**src/rtl/sd_gate_pkg.sv**
```systemverilog
package sd_gate_pkg;
  // Bit positions inside the transfer-mode word.
  localparam int B_DMA    = 0;
  localparam int B_CNTEN  = 1;
  localparam int B_ASTOP  = 2;
  localparam int B_READ   = 4;
  localparam int B_MULTI  = 5;
  localparam int B_DATA   = 6;
  localparam int IDX_LO   = 8;
  localparam int IDX_W    = 6;
  // Bits frozen while a data transfer runs.
  localparam logic [15:0] PROT_MASK = 16'h0077;
endpackage

```
**src/rtl/sd_xfer_rules.sv**
```systemverilog
module sd_xfer_rules
  import sd_gate_pkg::*;
#(
  parameter int MODE_W = 16,
  parameter int BSZ_W  = 12,
  parameter int BCNT_W = 16
) (
  input  logic [MODE_W-1:0] wr_data,
  input  logic [MODE_W-1:0] cur_mode,
  input  logic              data_active,
  input  logic              cmd_busy,
  input  logic              dat_busy,
  input  logic [BSZ_W-1:0]  blk_size,
  input  logic [BCNT_W-1:0] blk_cnt,
  input  logic              wp_level,
  output logic [MODE_W-1:0] eff_mode,
  output logic              accept,
  output logic              is_data
);
  localparam logic [MODE_W-1:0] PM = MODE_W'(PROT_MASK);

  logic cnt_ok, wp_ok, data_ok;

  always_comb begin
    eff_mode = data_active ? ((wr_data & ~PM) | (cur_mode & PM)) : wr_data;
    is_data  = eff_mode[B_DATA];
    cnt_ok   = !eff_mode[B_MULTI] || !eff_mode[B_CNTEN] || (blk_cnt != '0);
    wp_ok    = eff_mode[B_READ] || wp_level;
    data_ok  = !dat_busy && (blk_size != '0) && cnt_ok && wp_ok;
    accept   = !cmd_busy && (!is_data || data_ok);
  end
endmodule

```
**src/rtl/sd_resp_timer.sv**
```systemverilog
module sd_resp_timer #(
  parameter int TICKS = 64
) (
  input  logic clk,
  input  logic rst,
  input  logic arm,
  input  logic tick,
  input  logic resp,
  input  logic clr,
  output logic abort,
  output logic timeout
);
  localparam int CNT_W = (TICKS > 1) ? $clog2(TICKS) : 1;
  localparam logic [CNT_W-1:0] LAST = CNT_W'(TICKS - 1);

  logic             armed;
  logic [CNT_W-1:0] cnt;

  always_ff @(posedge clk) begin
    if (rst) begin
      armed   <= 1'b0;
      cnt     <= '0;
      abort   <= 1'b0;
      timeout <= 1'b0;
    end else begin
      abort <= 1'b0;
      if (clr) timeout <= 1'b0;
      if (arm) begin
        armed <= 1'b1;
        cnt   <= '0;
      end else if (armed) begin
        if (resp) begin
          armed <= 1'b0;
        end else if (tick) begin
          if (cnt == LAST) begin
            armed   <= 1'b0;
            abort   <= 1'b1;
            timeout <= 1'b1;
          end else begin
            cnt <= cnt + 1'b1;
          end
        end
      end
    end
  end
endmodule

```
**src/rtl/sd_cmd_issue_gate.sv**
```systemverilog
module sd_cmd_issue_gate
  import sd_gate_pkg::*;
#(
  parameter int ARG_W  = 32,
  parameter int MODE_W = 16,
  parameter int BSZ_W  = 12,
  parameter int BCNT_W = 16,
  parameter int TO_TICKS = 64
) (
  input  logic                clk,
  input  logic                rst,
  input  logic                arg_wr_en,
  input  logic [ARG_W-1:0]    arg_wr_data,
  input  logic                xfer_wr_en,
  input  logic [MODE_W-1:0]   xfer_wr_data,
  input  logic                cmd_busy,
  input  logic                dat_busy,
  input  logic                data_active,
  input  logic [BSZ_W-1:0]    blk_size,
  input  logic [BCNT_W-1:0]   blk_cnt,
  input  logic                wp_level,
  input  logic                card_tick,
  input  logic                resp_rcvd,
  input  logic                to_clr,
  output logic                cmd_start,
  output logic [ARG_W+15:0]   cmd_frame,
  output logic [MODE_W-1:0]   xfer_mode,
  output logic                single_blk,
  output logic                resp_abort,
  output logic                resp_timeout
);
  logic [ARG_W-1:0]  arg_q;
  logic [MODE_W-1:0] mode_q;
  logic [MODE_W-1:0] eff_mode;
  logic              ok, is_data, take, arm;

  sd_xfer_rules #(.MODE_W(MODE_W), .BSZ_W(BSZ_W), .BCNT_W(BCNT_W)) u_rules (
    .wr_data     (xfer_wr_data),
    .cur_mode    (mode_q),
    .data_active (data_active),
    .cmd_busy    (cmd_busy),
    .dat_busy    (dat_busy),
    .blk_size    (blk_size),
    .blk_cnt     (blk_cnt),
    .wp_level    (wp_level),
    .eff_mode    (eff_mode),
    .accept      (ok),
    .is_data     (is_data)
  );

  assign take = xfer_wr_en && ok;
  assign arm  = take && is_data;

  always_ff @(posedge clk) begin
    if (rst) begin
      arg_q     <= '0;
      mode_q    <= '0;
      cmd_start <= 1'b0;
    end else begin
      cmd_start <= take;
      if (take) mode_q <= eff_mode;
      if (arg_wr_en && !dat_busy) arg_q <= arg_wr_data;
    end
  end

  sd_resp_timer #(.TICKS(TO_TICKS)) u_timer (
    .clk     (clk),
    .rst     (rst),
    .arm     (arm),
    .tick    (card_tick),
    .resp    (resp_rcvd),
    .clr     (to_clr),
    .abort   (resp_abort),
    .timeout (resp_timeout)
  );

  assign xfer_mode  = mode_q;
  assign single_blk = ~mode_q[B_MULTI];
  assign cmd_frame  = {2'b01, mode_q[IDX_LO +: IDX_W], arg_q, 7'd0, 1'b1};
endmodule

```
**config.mk**
```make
export PLATFORM = sky130hd
export DESIGN_NAME = sd_cmd_issue_gate
export DESIGN_NICKNAME = d
export VERILOG_FILES = /design/src/rtl/sd_gate_pkg.sv /design/src/rtl/sd_xfer_rules.sv /design/src/rtl/sd_resp_timer.sv /design/src/rtl/sd_cmd_issue_gate.sv
export SDC_FILE = /design/constraint.sdc
export NUM_CORES = 1
export LEC_CHECK = 0
export BUFFER_PORTS_ARGS = -buffer_cell sky130_fd_sc_hd__buf_2
export CORE_ASPECT_RATIO = 2
export CORE_MARGIN = 8
export CORE_UTILIZATION = 46
export DETAILED_ROUTE_END_ITERATION = 10
export PLACE_DENSITY = 0.87
export REMOVE_ABC_BUFFERS = 1
export SYNTH_ARGS = -nofsm -noshare
export SYNTH_HDL_FRONTEND = slang
export SYNTH_HIERARCHICAL = 1
export SYNTH_SLANG_ARGS = --single-unit
```
**constraint.sdc**
```tcl
create_clock -name clk -period 2.63 [get_ports clk]
set_clock_uncertainty 0.1 [all_clocks]
set_input_delay 0 -clock clk [delete_from_list [all_inputs] [get_ports clk]]
set_output_delay 0 -clock clk [all_outputs]
set_load 0.02 [all_outputs]
```
==> flow_metrics.py <==
metrics = {
    "final_layout": {
        "final_core_util_pct": 66.25,
        "finalNonFillerCells": 573,
        "layout_commonest_cell": "buf_2",
        "diodes": 0,
        "drive_gt1_share_pct": 38.76,
        "syn2layout_area_growth_pct": 40.98,
        "layout_common_cells": "144 x buf_2, 58 x dfxtp_1, 47 x dlygate4sd3_1",
        "nNetsFinal": 568,
    },
    "global_routing": {
        "grt-ovfl-total": 0,
        "grt_max_degree": 74,
        "met3_usage_pct": 8.079,
        "antenna_found_initial": 3,
        "first_global_vias": 3243,
        "grt.busiest_layer": "met2",
        "global_route.usage.met2_pct": 33.32,
        "gr-usage-met1_pct": 19.32,
        "grt_pass1_wl_mm": 15.17,
        "grtUsageTotal_pct": 19.87,
    },
    "pwr": {
        "p_int_mw": 1.814,
        "finalPower_mw": 2.412,
        "p_switching_mw": 0.5983,
        "pwr_density_cell_nw_per_um2": 554.3,
        "p_leak_nw": 1.909,
        "p_clk_share_pct": 45.0,
        "combPwrFrac_pct": 16.3,
        "p_seq_share_pct": 38.8,
        "ir_drop_v": 0.0004505,
        "swShare_pct": 24.80,
    },
    "yosys": {
        "synth.avg_cell_area_um2": 9.646,
        "synth_cells": 320,
        "synth_top_area_share_pct": 37.62,
        "yosysTopAreaCell": "dfxtp_1",
        "yosys_warnings": 6,
        "synth-seq-cells": 58,
        "yosys-top-cells-area": "dfxtp_1 38%, nand4bb_1 12%, buf_4 8.0%",
        "synthesis.area_um2": 3087,
        "synth_cell_type_count": 46,
        "synth_edf_count": 0,
        "ys.flop_type": "dfxtp_1",
        "ys_seq_area_share_pct": 37.62,
        "async_flop_share_pct": 0,
    },
    "detailed_routing": {
        "viasPerCell": 5.325,
        "post_drt_wl_per_cell_um": 16.98,
        "drt_iter0_markers": 139,
        "dr.pass1.iters": 4,
        "wl_mm": 9.730,
        "drc": 0,
        "ant_nets": 0,
        "num_vias": 3051,
    },
    "sta": {
        "hold_viol": 0,
        "fin_crit_ns": 2.453,
        "whs_ns": 0.01071,
        "slew_violations": 0,
        "max_freq_mhz": 407.7,
        "worst_pin_slew_ns": 0.9550,
        "final-setup-viol-count": 0,
        "fin_crit_sh_pct": 93.26,
        "slew-limit-headroom_pct": 36.33,
        "rsz0062_at_grt": "no",
    },
    "cts": {
        "clock-sinks": 58,
        "path_clk_slew_ns": 0.05,
        "clk_latency_ns": 0.32,
        "cts-root-buf": "clkbuf_16",
        "htree_num_levels": 3,
        "cts_setup_buffers": 0,
        "cts_tree": "built",
        "clockBufferDepth": 2,
        "numCtsBuffers": 9,
    },
    "floorplan": {
        "die-area_um2": 9747,
        "fp.dieH_um": 131.8,
        "placeableCoreArea_um2": 6569,
        "io_pins": 155,
        "die_width_um": 73.93,
        "rows": 42,
        "start_util_pct": 46.99,
    },
    "worst_hold_path": {
        "hold_path_class": "input port to register",
        "min_path_cells": 4,
    },
    "place": {
        "finalWeightedCongestion": 0.9261,
        "hpwl_mm": 6.450,
        "portBuffers": 144,
        "placedCellCount": 510,
    },
    "outcome": {
        "outcome": "finished clean",
    },
    "worst_setup_path": {
        "cp.required_ns": 2.79,
        "critPathCaptureType": "register",
        "worstSetupPathType": "register to register",
        "critPathArrivalTime_ns": 2.62,
        "path_max_fanout": 7,
        "r2r_cells": 8,
        "crit_path_start_kind": "register",
    },
    "run": {
        "drv_cap": 0,
    },
}
-- worst max-delay path: stages, from the launching register on --
cell and delay [ns]:
dfxtp_1 0.34, mux2_4 0.17, nor2_1 0.04, a311o_1 0.37, a211oi_4 0.26, and3_2 0.28
nor4_1 0.08, nor3_1 0.18, dlygate4sd3_1 0.57
-- final cells by class --
type,instances,area [um2]
Fill cell,495,2217
Timing Repair Buffer,196,1229
Inverter,3,11.26
Tap cell,88,110.1
Clock buffer,14,274.0
Clock inverter,2,10.01
Sequential cell,58,1161
Multi-Input combinational cell,212,1556
-- per-stage QoR --
step	instance area (um2)	setup WS (ns)	setup TNS [ns]
6_report	4352	0.1773	0
4_1_cts	4350	0.1424	0
3_3_place_gp	3596	0.6177	0
3_5_place_dp	3596	0.5734	0
5_1_grt	4352	0.02303	0
2_1_floorplan	2720	-0.2682	-2.232
-- flip-flops by register name, indices dropped and copies added (netlist names) --
| signal | cells |
|---|---|
| u_timer/timeout | 1 |
| u_timer/armed | 1 |
| u_timer/cnt | 6 |
| xfer_mode | 16 |
| arg_q | 32 |
| cmd_start | 1 |
| u_timer/abort | 1 |
-- cells by family after synthesis --
family | count (synthesis) | synth area share, %
flops | 58 | 37.62
buf+inv | 58 | 13.21
other cells | 2 | 0.2433
mux | 9 | 3.283
compound gates | 75 | 16.94
fa+ha+maj | 1 | 0.4053
simple gates | 117 | 28.29
-- synth_stat cells, drive strengths merged (5+ instances only) --
library cell	instances
nand4bb	32
buf	50
o21ai	32
a21bo	15
clkbuf	5
a21oi	19
dfxtp	58
nand2b	33
nand2	6
mux2	6
nor4	9
nand3	18
-- power by group through the flow --
| stage | combinational, mW | sequential (mW) | clock, mW |
|---|---|---|---|
| after floorplan | 0.114 | 0.998 | 0 |
| after global placement | 0.325 | 0.949 | 0 |
| after detailed placement | 0.332 | 0.952 | 0 |
| after CTS | 0.387 | 0.934 | 1.11 |
| after global routing | 0.422 | 0.937 | 1.14 |
| final | 0.393 | 0.935 | 1.08 |
-- per-layer routing --
| layer | wire, um | part of all wire (%) |
|---|---|---|
| met4 | 377 | 3.9 |
| met1 | 3533 | 36 |
| met2 | 4895 | 50 |
| met3 | 888 | 9.1 |
| met5 | 35 | 0.36 |
-- path summary, 6_finish.rpt --
kind | startpoint | to | slack (ns)
setup / recovery | xfer_mode[4]$_SDFFE_PP0P_ | u_timer/armed$_SDFF_PP0_ | 0.18
hold / removal | xfer_wr_data[1] | xfer_mode[1]$_SDFFE_PP0P_ | 0.01
setup reg to reg | xfer_mode[4]$_SDFFE_PP0P_ | u_timer/armed$_SDFF_PP0_ | 0.18
hold reg to reg | arg_q[6]$_SDFFE_PP0P_ | arg_q[6]$_SDFFE_PP0P_ | 0.36
-- timing repair --
action                                 CTS  global route
gates resized for setup                  0             1
endpoints found under the hold margin   46             0
setup endpoints to repair                0             1
hold buffers                            47             0
No activity file was read; power rests on OpenSTA's default activity.
